==> config.mk <==
export PLATFORM = sky130hd
export DESIGN_NAME = cwm_lock_top
export DESIGN_NICKNAME = d
export VERILOG_FILES = /design/src/rtl/cwm_pkg.sv /design/src/rtl/cwm_nib_match.sv /design/src/rtl/cwm_gap_ctr.sv /design/src/rtl/cwm_lock_fsm.sv /design/src/rtl/cwm_lock_top.sv
export SDC_FILE = /design/constraint.sdc
export NUM_CORES = 1
export LEC_CHECK = 0
export BUFFER_PORTS_ARGS = -buffer_cell sky130_fd_sc_hd__buf_2
export CAP_MARGIN = 5
export CORE_MARGIN = 1
export CORE_UTILIZATION = 30
export CTS_CLUSTER_DIAMETER = 60
export DETAILED_ROUTE_END_ITERATION = 12
export GPL_TIMING_DRIVEN = 0
export HOLD_SLACK_MARGIN = 0.05
export SETUP_SLACK_MARGIN = 0.3
export SLEW_MARGIN = 20
export SYNTH_ARGS = -nofsm -noshare
export SYNTH_HDL_FRONTEND = slang
export SYNTH_SLANG_ARGS = --single-unit
==> constraint.sdc <==
create_clock -name clk -period 4.4 [get_ports clk]
set_input_delay 0.88 -clock clk [delete_from_list [all_inputs] [get_ports clk]]
set_output_delay 0.88 -clock clk [all_outputs]
set_load 0.05 [all_outputs]
==> src/rtl/cwm_pkg.sv <==
package cwm_pkg;

    typedef enum logic [1:0] {
        ST_HUNT  = 2'd0,
        ST_ARMED = 2'd1,
        ST_LOCK  = 2'd2
    } lock_st_e;

    typedef struct packed {
        logic [4:0] bad;
        logic       hit;
    } cand_res_t;

    localparam int WORD_W = 64;
    localparam int NIB_N  = WORD_W / 4;

    // Lane 0 marker, first transmitted byte in the low bits.
    localparam logic [WORD_W-1:0] LANE0_PAT   = 64'h00B8_896F_0047_7690;
    localparam logic [WORD_W-1:0] LANE0_KNOWN = 64'h00FF_FFFF_00FF_FFFF;

    function automatic logic [4:0] pop16(input logic [NIB_N-1:0] v);
        logic [4:0] n;
        n = '0;
        for (int i = 0; i < NIB_N; i++) begin
            n = n + {4'd0, v[i]};
        end
        return n;
    endfunction

endpackage

==> src/rtl/cwm_nib_match.sv <==
module cwm_nib_match
    import cwm_pkg::*;
#(
    parameter logic [WORD_W-1:0] PAT     = LANE0_PAT,
    parameter logic [WORD_W-1:0] KNOWN   = LANE0_KNOWN,
    parameter int                MAX_BAD = 3
) (
    input  logic [WORD_W-1:0] word,
    output cand_res_t         res
);

    logic [NIB_N-1:0] nib_diff;

    for (genvar g = 0; g < NIB_N; g++) begin : g_nib
        assign nib_diff[g] = |((word[g*4 +: 4] ^ PAT[g*4 +: 4]) & KNOWN[g*4 +: 4]);
    end

    always_comb begin
        res.bad = pop16(nib_diff);
        res.hit = (res.bad <= 5'(MAX_BAD));
    end

endmodule

==> src/rtl/cwm_gap_ctr.sv <==
module cwm_gap_ctr #(
    parameter int GAP = 1024
) (
    input  logic clk,
    input  logic rst,
    input  logic stb,
    input  logic restart,
    output logic at_exp
);

    localparam int CW = (GAP > 2) ? $clog2(GAP) : 1;
    localparam logic [CW-1:0] LAST = CW'(GAP - 1);

    logic [CW-1:0] cnt;

    assign at_exp = stb && (cnt == LAST);

    always_ff @(posedge clk) begin
        if (rst) begin
            cnt <= '0;
        end else if (stb) begin
            if (restart || cnt == LAST) cnt <= '0;
            else                        cnt <= cnt + 1'b1;
        end
    end

    // spacing count never passes the last slot index
    a_r4_cnt_in_range: assert property (@(posedge clk) disable iff (rst)
        cnt <= LAST);

endmodule

==> src/rtl/cwm_lock_fsm.sv <==
module cwm_lock_fsm
    import cwm_pkg::*;
#(
    parameter int MISS_LIMIT = 3,
    localparam int MW = $clog2(MISS_LIMIT + 1)
) (
    input  logic          clk,
    input  logic          rst,
    input  logic          stb,
    input  logic          hit,
    input  logic          at_exp,
    output logic          restart,
    output logic          locked,
    output logic          mark_ok,
    output logic          mark_at,
    output logic [MW-1:0] miss_run
);

    lock_st_e st, st_nx;
    logic [MW-1:0] miss_nx;
    logic          at_nx;

    assign restart = stb && (st == ST_HUNT) && hit;
    assign locked  = (st == ST_LOCK);

    always_comb begin
        st_nx   = st;
        miss_nx = miss_run;
        at_nx   = 1'b0;
        if (stb) begin
            unique case (st)
                ST_HUNT: begin
                    if (hit) st_nx = ST_ARMED;
                end
                ST_ARMED: begin
                    if (at_exp) begin
                        if (hit) begin
                            st_nx   = ST_LOCK;
                            miss_nx = '0;
                            at_nx   = 1'b1;
                        end else begin
                            st_nx = ST_HUNT;
                        end
                    end
                end
                ST_LOCK: begin
                    if (at_exp) begin
                        at_nx = 1'b1;
                        if (hit) begin
                            miss_nx = '0;
                        end else if (miss_run == MW'(MISS_LIMIT - 1)) begin
                            miss_nx = '0;
                            st_nx   = ST_HUNT;
                        end else begin
                            miss_nx = miss_run + 1'b1;
                        end
                    end
                end
                default: st_nx = ST_HUNT;
            endcase
        end
    end

    always_ff @(posedge clk) begin
        if (rst) begin
            st       <= ST_HUNT;
            miss_run <= '0;
            mark_ok  <= 1'b0;
            mark_at  <= 1'b0;
        end else begin
            st       <= st_nx;
            miss_run <= miss_nx;
            mark_ok  <= stb && hit;
            mark_at  <= at_nx;
        end
    end

    // lock only appears together with an accepted marker at its slot
    a_r5_lock_on_marker: assert property (@(posedge clk) disable iff (rst)
        $rose(locked) |-> (mark_ok && mark_at));

    // miss run stays below the limit
    a_r7_miss_bound: assert property (@(posedge clk) disable iff (rst)
        miss_run < MW'(MISS_LIMIT));

    // lock falls only at a missed expected slot
    a_r8_drop_at_slot: assert property (@(posedge clk) disable iff (rst)
        $fell(locked) |-> (mark_at && !mark_ok));

    // removal strobe only around a held lock
    a_r9_at_with_lock: assert property (@(posedge clk) disable iff (rst)
        mark_at |-> (locked || $past(locked)));

    // a cycle without strobe changes nothing
    a_r11_idle_quiet: assert property (@(posedge clk) disable iff (rst)
        !stb |=> (!mark_ok && !mark_at && $stable(locked) && $stable(miss_run)));

endmodule

==> src/rtl/cwm_lock_top.sv <==
module cwm_lock_top
    import cwm_pkg::*;
#(
    parameter logic [63:0] PAT        = LANE0_PAT,
    parameter logic [63:0] KNOWN      = LANE0_KNOWN,
    parameter int          MAX_BAD    = 3,
    parameter int          GAP        = 1024,
    parameter int          MISS_LIMIT = 3,
    localparam int         MW         = $clog2(MISS_LIMIT + 1)
) (
    input  logic          clk,
    input  logic          rst,
    input  logic          cw_stb,
    input  logic [63:0]   cw_word,
    output logic          locked,
    output logic          mark_ok,
    output logic          mark_at,
    output logic [MW-1:0] miss_run
);

    cand_res_t res;
    logic      restart;
    logic      at_exp;

    cwm_nib_match #(
        .PAT     (PAT),
        .KNOWN   (KNOWN),
        .MAX_BAD (MAX_BAD)
    ) u_match (
        .word (cw_word),
        .res  (res)
    );

    cwm_gap_ctr #(
        .GAP (GAP)
    ) u_gap (
        .clk     (clk),
        .rst     (rst),
        .stb     (cw_stb),
        .restart (restart),
        .at_exp  (at_exp)
    );

    cwm_lock_fsm #(
        .MISS_LIMIT (MISS_LIMIT)
    ) u_fsm (
        .clk      (clk),
        .rst      (rst),
        .stb      (cw_stb),
        .hit      (res.hit),
        .at_exp   (at_exp),
        .restart  (restart),
        .locked   (locked),
        .mark_ok  (mark_ok),
        .mark_at  (mark_at),
        .miss_run (miss_run)
    );

    // an accepted candidate always follows a strobe
    a_r1_ok_after_stb: assert property (@(posedge clk) disable iff (rst)
        mark_ok |-> $past(cw_stb));

endmodule

== Yosys cells after proc, flatten, opt, wreduce, memory -nomap -nowiden ==
Cells that the tools add are included.

* Divide/modulo/power cells: 0
* Reduce and logical (&&, ||, !) cells: 22
* Shifts and indexed selects: 0
* Order comparisons: 1
* Eq/ne operators: 10
* Add/subtract/negate cells: 13
* Muxes and demuxes: 18
* Bitwise gates (word level): 12
* $mul: 0

{| class="wikitable"
|+ Operator list
! kind !! number
|-
| $reduce_or 4->1 || 12
|-
| $add 5x1->5 || 7
|-
| $mux 2 || 11
|-
| $add 10x1->10 const B || 1
|-
| $eq 10x10->1 const B || 1
|-
| $mux 10 || 1
|-
| $not 3->3 || 3
|-
| $ne 2x1->1 const B || 4
|-
| $not 2->2 || 4
|-
| $pmux 2 s3 || 1
|-
| $reduce_and 6->1 || 1
|-
| $add 4x1->5 || 1
|-
| $le 5x2->1 const B || 1
|-
| $reduce_and 5->1 || 1
|-
| $add 3x1->4 || 1
|-
| $eq 2x2->1 const B || 2
|-
| $logic_and 1x1->1 || 4
|-
| $ne 2x2->1 const B || 2
|-
| $not 1->1 || 4
|-
| $not 4->4 || 1
|-
| $pmux 2 s2 || 1
|-
| $add 2x1->3 || 1
|-
| $mux 1 || 3
|-
| $add 1x1->2 || 1
|-
| 7 further kinds || 7
|}

* Memories kept: 0
* Output and inout bits: 5
* RAM bits: 0
* Bits in latches: 0
* Bits of input ports: 67
* Memory bits (read-only): 0
* Flip-flop bits (word level): 16

== Longest topological paths before layout ==
Gate-level depths: netlist of the first run.

* Word-level depth: 17
* Mapped depth: 15
* Depth with buffers taken out: 15

== Modules after synthesis ==
From an unflattened synthesis of the first run, not the netlist that was laid out.

* Cell total of the unflattened synthesis: 137
* Area, all modules: 1208.7 µm²

{| class="wikitable"
|+ Modules (own cells, without submodules)
! module !! cells an instance !! area each (µm²) !! sequential area each (µm²) !! instances
|-
| cwm_gap_ctr || 50 || 456.7 || 200.2 || 1
|-
| cwm_nib_match || 45 || 389.1 || 0.0 || 1
|-
| cwm_lock_fsm || 42 || 362.8 || 120.1 || 1
|}

== Least setup slack after synthesis of the first run ==
No wires, ideal clock.

* Path kind: input -> register
* Start point: input cw_word[21]
* End point: register u_fsm.st[0]
* Stages on the path: 13
* Data arrival time: 4.604 ns
* Buffers on the path: 0
* Setup slack: -0.319 ns
* Data required time: 4.284 ns
* Library setup time: 0.116 ns
* Cells stage by stage: or4b_2 > fa_1 > fa_1 > inv_1 > fa_1 > fa_1 > inv_1 > ha_1 > nor2b_1 > a21oi_4 > o21ai_2 > and3_1 > a31o_1

* Cells in the longest elaborated chain, start to end: 11
* Elaborated cells between the ends (all ways): 12

{| class="wikitable"
|+ Ends and longest elaborated chain
! item !! line !! RTL
|-
| start, declared || cwm_lock_top.sv:14 || <nowiki>input logic [63:0] cw_word,</nowiki>
|-
| $reduce_or 4->1 (*) || cwm_nib_match.sv:15 || <nowiki>assign nib_diff[g] = |((word[g*4 +: 4] ^ PAT[g*4 +: 4]) & KNOWN[g*4 +: 4]);</nowiki>
|-
| $add 5x1->5 (*) (7 in series) || cwm_pkg.sv:25 || <nowiki>n = n + {4'd0, v[i]};</nowiki>
|-
| $le 5x2->1 (*) || cwm_nib_match.sv:20 || <nowiki>res.hit = (res.bad <= 5'(MAX_BAD));</nowiki>
|-
| $ne 2x1->1 (no source line) / $ne 2x2->1 (equally long branches) || - ||
|-
| $reduce_and 6->1 (no source line) (*) || - ||
|-
| end signal, assigned || cwm_lock_fsm.sv:71 || <nowiki>st <= st_nx;</nowiki>
|-
| end, declared || cwm_lock_fsm.sv:19 || <nowiki>lock_st_e st, st_nx;</nowiki>
|}

Every way passes the cells marked *; elsewhere a longest branch is shown, timed or not.
A chain may end at the register's enable or synchronous reset.

== Worst setup path in the final report of the first run ==
* Start point: input cw_word[23]
* End point: register u_fsm.st[0]

The elaborated chain is that of the path after synthesis.

==> results.json, run 1 <==
{
  "cp.arrival_ns": 4.58,
  "async_flop_share": 0,
  "vias": 1141,
  "drv_slew": 0,
  "grt_pass1_wl_mm": 4.195,
  "gp_congestion": 0.7910,
  "nFillCells": 397,
  "synth_edf_count": 0,
  "cts_tree": "done",
  "final_area_mm2": 0.001714,
  "clk_pin_slew_ns": 0.07,
  "drive_above_1_share": 0.4663,
  "cp-end-kind": "flop",
  "p_per_area_mw_per_mm2": 224.0,
  "initial_core_util": 0.3161,
  "critPathMaxStageDelay_ns": 0.58,
  "layout.nets": 274,
  "ys_ff_latch": 16,
  "ir_drop_mv": 0.1169,
  "cpMaxStageDelayCell": "fa_1",
  "path_max_fanout": 6,
  "synthFlopType": "dfxtp_1",
  "dr.max_layer_used": "met4",
  "clock-sinks": 16,
  "die_w_um": 64.35,
  "status": "finished with violations",
  "antenna_found_initial": 0,
  "post_drt_wl_per_cell_um": 11.26,
  "synth.most_common_cell": "dfxtp_1",
  "cts_buffer_depth": 2,
  "ant_nets": 0,
  "placementRows": 22,
  "setup_ws_ns": -0.03883,
  "drc": 0,
  "drt-met1-wl_mm": 1.190,
  "grt_pass1_vias": 1040,
  "cts_buffers": 3,
  "synth_cell_type_count": 41,
  "setup_violations": 3,
  "drv_cap": 0,
  "via_per_inst": 4.734,
  "synth_area_leader_cell": "dfxtp_1",
  "port_buffers": 54,
  "overflow": 0,
  "slew_headroom": 0.7238,
  "routed-wl-met2_mm": 1.347,
  "clock_latency_ns": 0.25,
  "finalCriticalPeriod_ns": 4.439,
  "clockRootBuffer": "clkbuf_8",
  "ys_top_cells_by_count": "dfxtp_1 (16), nor2_1 (14), inv_1 (13), ha_1 (7), nand2_1 (7)",
  "drt_iter0_drc": 36,
  "total_power_mw": 0.3840,
  "hold_class": "flop to flop",
  "cts_max_level": 1,
  "placed_area_mm2": 0.001516,
  "path_delay_family": "adder cells",
  "tightest_slew_ns": 0.4143,
  "dieHeight_um": 64.35,
  "critPathRequiredTime_ns": 4.55,
  "finalHoldViolCount": 0,
  "postSynthAreaPerCell_um2": 9.110,
  "drt_pre_antenna_iters": 4,
  "fmax_ghz": 0.2253,
  "path_buf_inv": 3,
  "violations": "setup timing",
  "crit_chain": "buf_6 -> or4b_4 -> fa_1 -> fa_1 -> inv_2 -> fa_1 -> fa_2 -> inv_2 -> ha_4 -> or3_4 -> a21oi_4 -> o21ai_2 -> and3_1 -> a31o_1",
  "areaGrowthSynthToFinish_pct": 47.00,
  "synth-seq-area-share": 0.2747,
  "crit_path_frequent_cell": "fa_1",
  "dp_slack_ns": -0.4501,
  "post-route-period-util": 1.009,
  "syn_nets": 208,
  "synth.area.top_cells": "dfxtp_1 (27%), fa_1 (10%), ha_1 (7.5%)",
  "worstSetupStartpointType": "input port",
  "power.leakage_nw": 0.7701,
  "coreArea_mm2": 0.003689,
  "synth_cells": 128,
  "die-area_mm2": 0.004140,
  "grt_max_degree": 11,
  "final_core_util": 0.4647,
  "skew_ns": 0.001382,
  "rsz0062_at_grt": "true",
  "worstSetupPathType": "input port to flop",
  "routed-wl-met3_um": 162,
  "synth_top_area_frac": 0.2747,
  "holdBufCountCts": 0,
  "yosysWarnings": 0,
  "wl_mm": 2.714,
  "ios": 72,
  "diodes": 0,
  "syn_area_mm2": 0.001166,
  "place_hpwl_mm": 2.097,
  "grtUsageTotal": 0.1308
}
==> tightest hold or removal path, cell delays in order, from the launching register on <==
cell	delay, ns
dfxtp_1	0.33
nand2b_1	0.09
a21oi_2	0.05
==> state kept, by name, summed over array words and instances, names as in the netlist <==
register,flops
u_fsm.miss_run,2
u_fsm.st,2
u_fsm.mark_at,1
u_gap.cnt,10
u_fsm.mark_ok,1
==> worst paths after layout <==
| path | startpoint | slack, ns | cells past startpoint | endpoint |
|---|---|---|---|---|
| setup reg to reg | u_gap.cnt[0] | 2.76 | 6 | u_fsm.miss_run[1] |
| setup / recovery | cw_word[23] | -0.04 | 14 | u_fsm.st[0] |
| hold reg to reg | u_gap.cnt[1] | 0.50 | 2 | u_gap.cnt[1] |
| hold / removal | u_gap.cnt[1] | 0.50 | 2 | u_gap.cnt[1] |
==> layout by cell type (no fill, tap or decap), drive strengths merged, types with 3 or more instances in the layout <==
master   n
a21oi    4
and3     5
and4b    3
buf     62
clkbuf   5
dfxtp   16
fa       6
ha       7
inv     13
nand2    7
nand2b   4
nand3    6
nand4    4
nor2    14
nor3     3
or4b     3
xor2     6
==> cell families (layout without fill, tap and decap cells) <==
| family | Yosys count | in the layout | synth area share |
|---|---|---|---|
| AOI/OAI and AO/OA | 14 | 14 | 0.09335 |
| xor gates and xnor gates | 7 | 7 | 0.05258 |
| adders and majority gates | 13 | 13 | 0.1781 |
| buffers and inverters | 15 | 80 | 0.05472 |
| DFF | 16 | 16 | 0.2747 |
| muxes | 1 | 1 | 0.008584 |
| and+or+nand+nor | 62 | 62 | 0.3380 |
==> layout make-up <==
| type | instances | area, um2 | share of cell area |
|---|---|---|---|
| Timing Repair Buffer | 61 | 347.8 | 0.2029 |
| Inverter | 13 | 48.80 | 0.02847 |
| Tap cell | 48 | 60.06 | 0.03504 |
| Multi-Input combinational cell | 97 | 867.1 | 0.5058 |
| Sequential cell | 16 | 320.3 | 0.1869 |
| Buffer | 2 | 15.01 | 0.008759 |
| Clock buffer | 4 | 55.05 | 0.03212 |
==> power by group <==
group	internal (mW)	total (mW)	switching [mW]
clock	0.0794	0.134	0.0550
combinational	0.0554	0.100	0.0446
sequential	0.148	0.150	0.00202
==> routing by layer <==
layer  vias up  track usage
met4         0      0.02500
met3         2      0.03214
met2        45       0.2434
li1        580            -
met5         -            0
met1       514       0.1494
==> repair_timing <==
| action | in CTS | in global routing |
|---|---|---|
| setup endpoints to repair | 16 | 16 |
| gates resized for setup | 11 | 10 |
| cloned | 0 | 0 |
| pin swaps | 27 | 6 |
| setup buffers | 6 | 1 |
==> per-stage QoR <==
step	cells	setup TNS, ns	hold slack (ns)
after floorplan	128	-0.4032	0.4603
after global placement	230	-4.156	0.4836
after detailed placement	230	-4.622	0.4835
after CTS	240	-0.05873	0.4987
after global routing	241	-0.8777	0.5417
final	241	-0.05515	0.5050
(Power assumes the default switching activity.)
==> run 2, diff against run 1 <==
--- a/config.mk
+++ b/config.mk
@@ -13,6 +13,7 @@
 export DETAILED_ROUTE_END_ITERATION = 12
 export GPL_TIMING_DRIVEN = 0
 export HOLD_SLACK_MARGIN = 0.05
+export REMOVE_ABC_BUFFERS = 1
 export SETUP_SLACK_MARGIN = 0.3
 export SLEW_MARGIN = 20
 export SYNTH_ARGS = -nofsm -noshare
==> results.json, run 2 (synthesized netlist as in run 1, its figures left out) <==
{
  "power.share.combinational": 0.240,
  "cts_buffer_depth": 2,
  "regMostFlops": "u_gap.cnt",
  "hold-path-cell-count": 2,
  "hold_ws_ns": 0.5052,
  "drive_above_1_share": 0.4681,
  "crit_chain": "buf_6 -> or4b_4 -> fa_1 -> fa_1 -> inv_2 -> fa_1 -> fa_2 -> inv_2 -> ha_4 -> or3_4 -> a21oi_4 -> o21ai_2 -> and3_4 -> a31o_1",
  "wl_mm": 2.647,
  "grt_pass1_vias": 1110,
  "drv_slew": 0,
  "layout.nets": 269,
  "switching_share": 0.2562,
  "grt_pass1_wl_mm": 4.436,
  "drc": 0,
  "internal_power_mw": 0.2749,
  "path_buf_inv": 3,
  "rsz0062_at_grt": "true",
  "p_per_area_mw_per_mm2": 220.1,
  "cts_buffers": 3,
  "finalHoldViolCount": 0,
  "grtUsageTotal": 0.1355,
  "worstReg2RegEnd": "u_fsm.miss_run[1]",
  "slew_headroom": 0.7192,
  "min_to": "u_gap.cnt[1]",
  "cts_max_level": 1,
  "coreArea_mm2": 0.003689,
  "setup_violations": 1,
  "reg_top3": "u_gap.cnt x10, u_fsm.miss_run x2, u_fsm.st x2",
  "worstSetupStartpointType": "input port",
  "status": "finished with violations",
  "vias": 1118,
  "clockRootBuffer": "clkbuf_8",
  "path_max_fanout": 4,
  "seq_area_um2": 320.3,
  "dieHeight_um": 64.35,
  "total_power_mw": 0.3696,
  "drv_cap": 0,
  "ant_nets": 0,
  "hold_class": "flop to flop",
  "place_hpwl_mm": 2.100,
  "ir_drop_mv": 0.1131,
  "diodes": 0,
  "multiInputGateArea_um2": 874.6,
  "overflow": 0,
  "grt_max_degree": 13,
  "cpMaxStageDelayCell": "fa_1",
  "tightest_slew_ns": 0.4173,
  "drt_pre_antenna_iters": 4,
  "post_drt_wl_per_cell_um": 11.22,
  "crit_path_frequent_cell": "fa_1",
  "gp_congestion": 0.7444,
  "finalCriticalPeriod_ns": 4.429,
  "placementRows": 22,
  "setup_ws_ns": -0.02882,
  "critPathRequiredTime_ns": 4.54,
  "initial_core_util": 0.3161,
  "cp-end-kind": "flop",
  "holdCritStartpoint": "u_gap.cnt[1]",
  "via_per_inst": 4.737,
  "clock-sinks": 16,
  "layout_commonest_cell": "buf_2",
  "nFillCells": 394,
  "areaGrowthSynthToFinish_pct": 43.99,
  "skew_ns": 0.0009729,
  "critPathMaxStageDelay_ns": 0.57,
  "ios": 72,
  "worstSetupPathType": "input port to flop",
  "die-area_mm2": 0.004140,
  "p_sw_mw": 0.09472,
  "cp.arrival_ns": 4.57,
  "fmax_ghz": 0.2258,
  "path_delay_family": "adder cells",
  "final_cells": 236,
  "clk_pin_slew_ns": 0.06,
  "port_buffers": 55,
  "clock_latency_ns": 0.25,
  "pwr-share-clk": 0.355,
  "seq_power_share": 0.405,
  "violations": "setup timing",
  "r2r_start": "u_gap.cnt[0]",
  "layout_common_cells": "buf_2 (52), dfxtp_1 (16), inv_1 (11)",
  "post-route-period-util": 1.007,
  "largest_register_ffs": 10,
  "die_w_um": 64.35,
  "drt_iter0_drc": 15,
  "placedCellCount": 229,
  "r2r_setup_slack_ns": 2.73,
  "reg2reg_depth": 6,
  "antenna_found_initial": 0,
  "cts_tree": "done",
  "power.leakage_nw": 0.7542,
  "dp_slack_ns": -0.6525
}
-- run 2: cell count changes in the layout (fill, tap and decap cells not counted), sizes merged --
cell | before | now
buf | 62 | 58
clkbuf | 5 | 4
-- run 2: repair_timing --
action,CTS,global route
resized for setup,15,11
setup buffers,3,0
hold buffers,0,0
pin swaps,21,12
setup endpoints to repair,16,16
-- run 2: how the worst max path moves through the flow --
| stage | from | end | slack [ns] | cells past startpoint |
|---|---|---|---|---|
| after floorplan | cw_word[21] | u_fsm.st[0] | -0.32 | 13 |
| after global placement | cw_word[21] | u_fsm.miss_run[1] | -0.60 | 14 |
| after detailed placement | cw_word[21] | u_gap.cnt[6] | -0.65 | 14 |
| after CTS | cw_word[46] | u_fsm.st[0] | -0.03 | 14 |
| after global routing | cw_word[23] | u_fsm.st[0] | -0.15 | 14 |
| final | cw_word[23] | u_fsm.st[0] | -0.03 | 14 |
-- run 2: worst min-delay path, cell delays in order, from the launching register on --
cell      delay [ns]
dfxtp_1         0.33
nand2b_1        0.08
a21oi_1         0.05
-- run 2: through the flow --
step | setup TNS, ns | util | instance area (um2)
3_3_place_gp | -7.632 | 0.4030 | 1486
5_1_grt | -0.9517 | 0.4552 | 1679
3_5_place_dp | -8.180 | 0.4030 | 1486
2_1_floorplan | -3.204 | - | 1151
6_report | -0.02882 | 0.4552 | 1679
4_1_cts | -0.03051 | 0.4417 | 1629
-- run 2: layout make-up --
cell class,count,area share
flip-flops and latches,16,0.1908
inverters,13,0.02906
repair buffers,58,0.1908
multi-input cells,97,0.5209
well taps,48,0.03577
clock buffers,4,0.03279
-- run 2: power groups by stage --
stage,sequential (mW),combinational [mW],clock [mW]
after floorplan,0.153,0.0376,0
after global placement,0.153,0.0675,0
after detailed placement,0.153,0.0684,0
after CTS,0.150,0.0841,0.136
after global routing,0.150,0.0995,0.146
final,0.150,0.0888,0.131
-- run 2: layer usage --
layer / track usage / part of all wire
met5: 0 / 0
met4: 0.03333 / 0.0068
met3: 0.03393 / 0.068
met2: 0.2382 / 0.47
met1: 0.1631 / 0.45
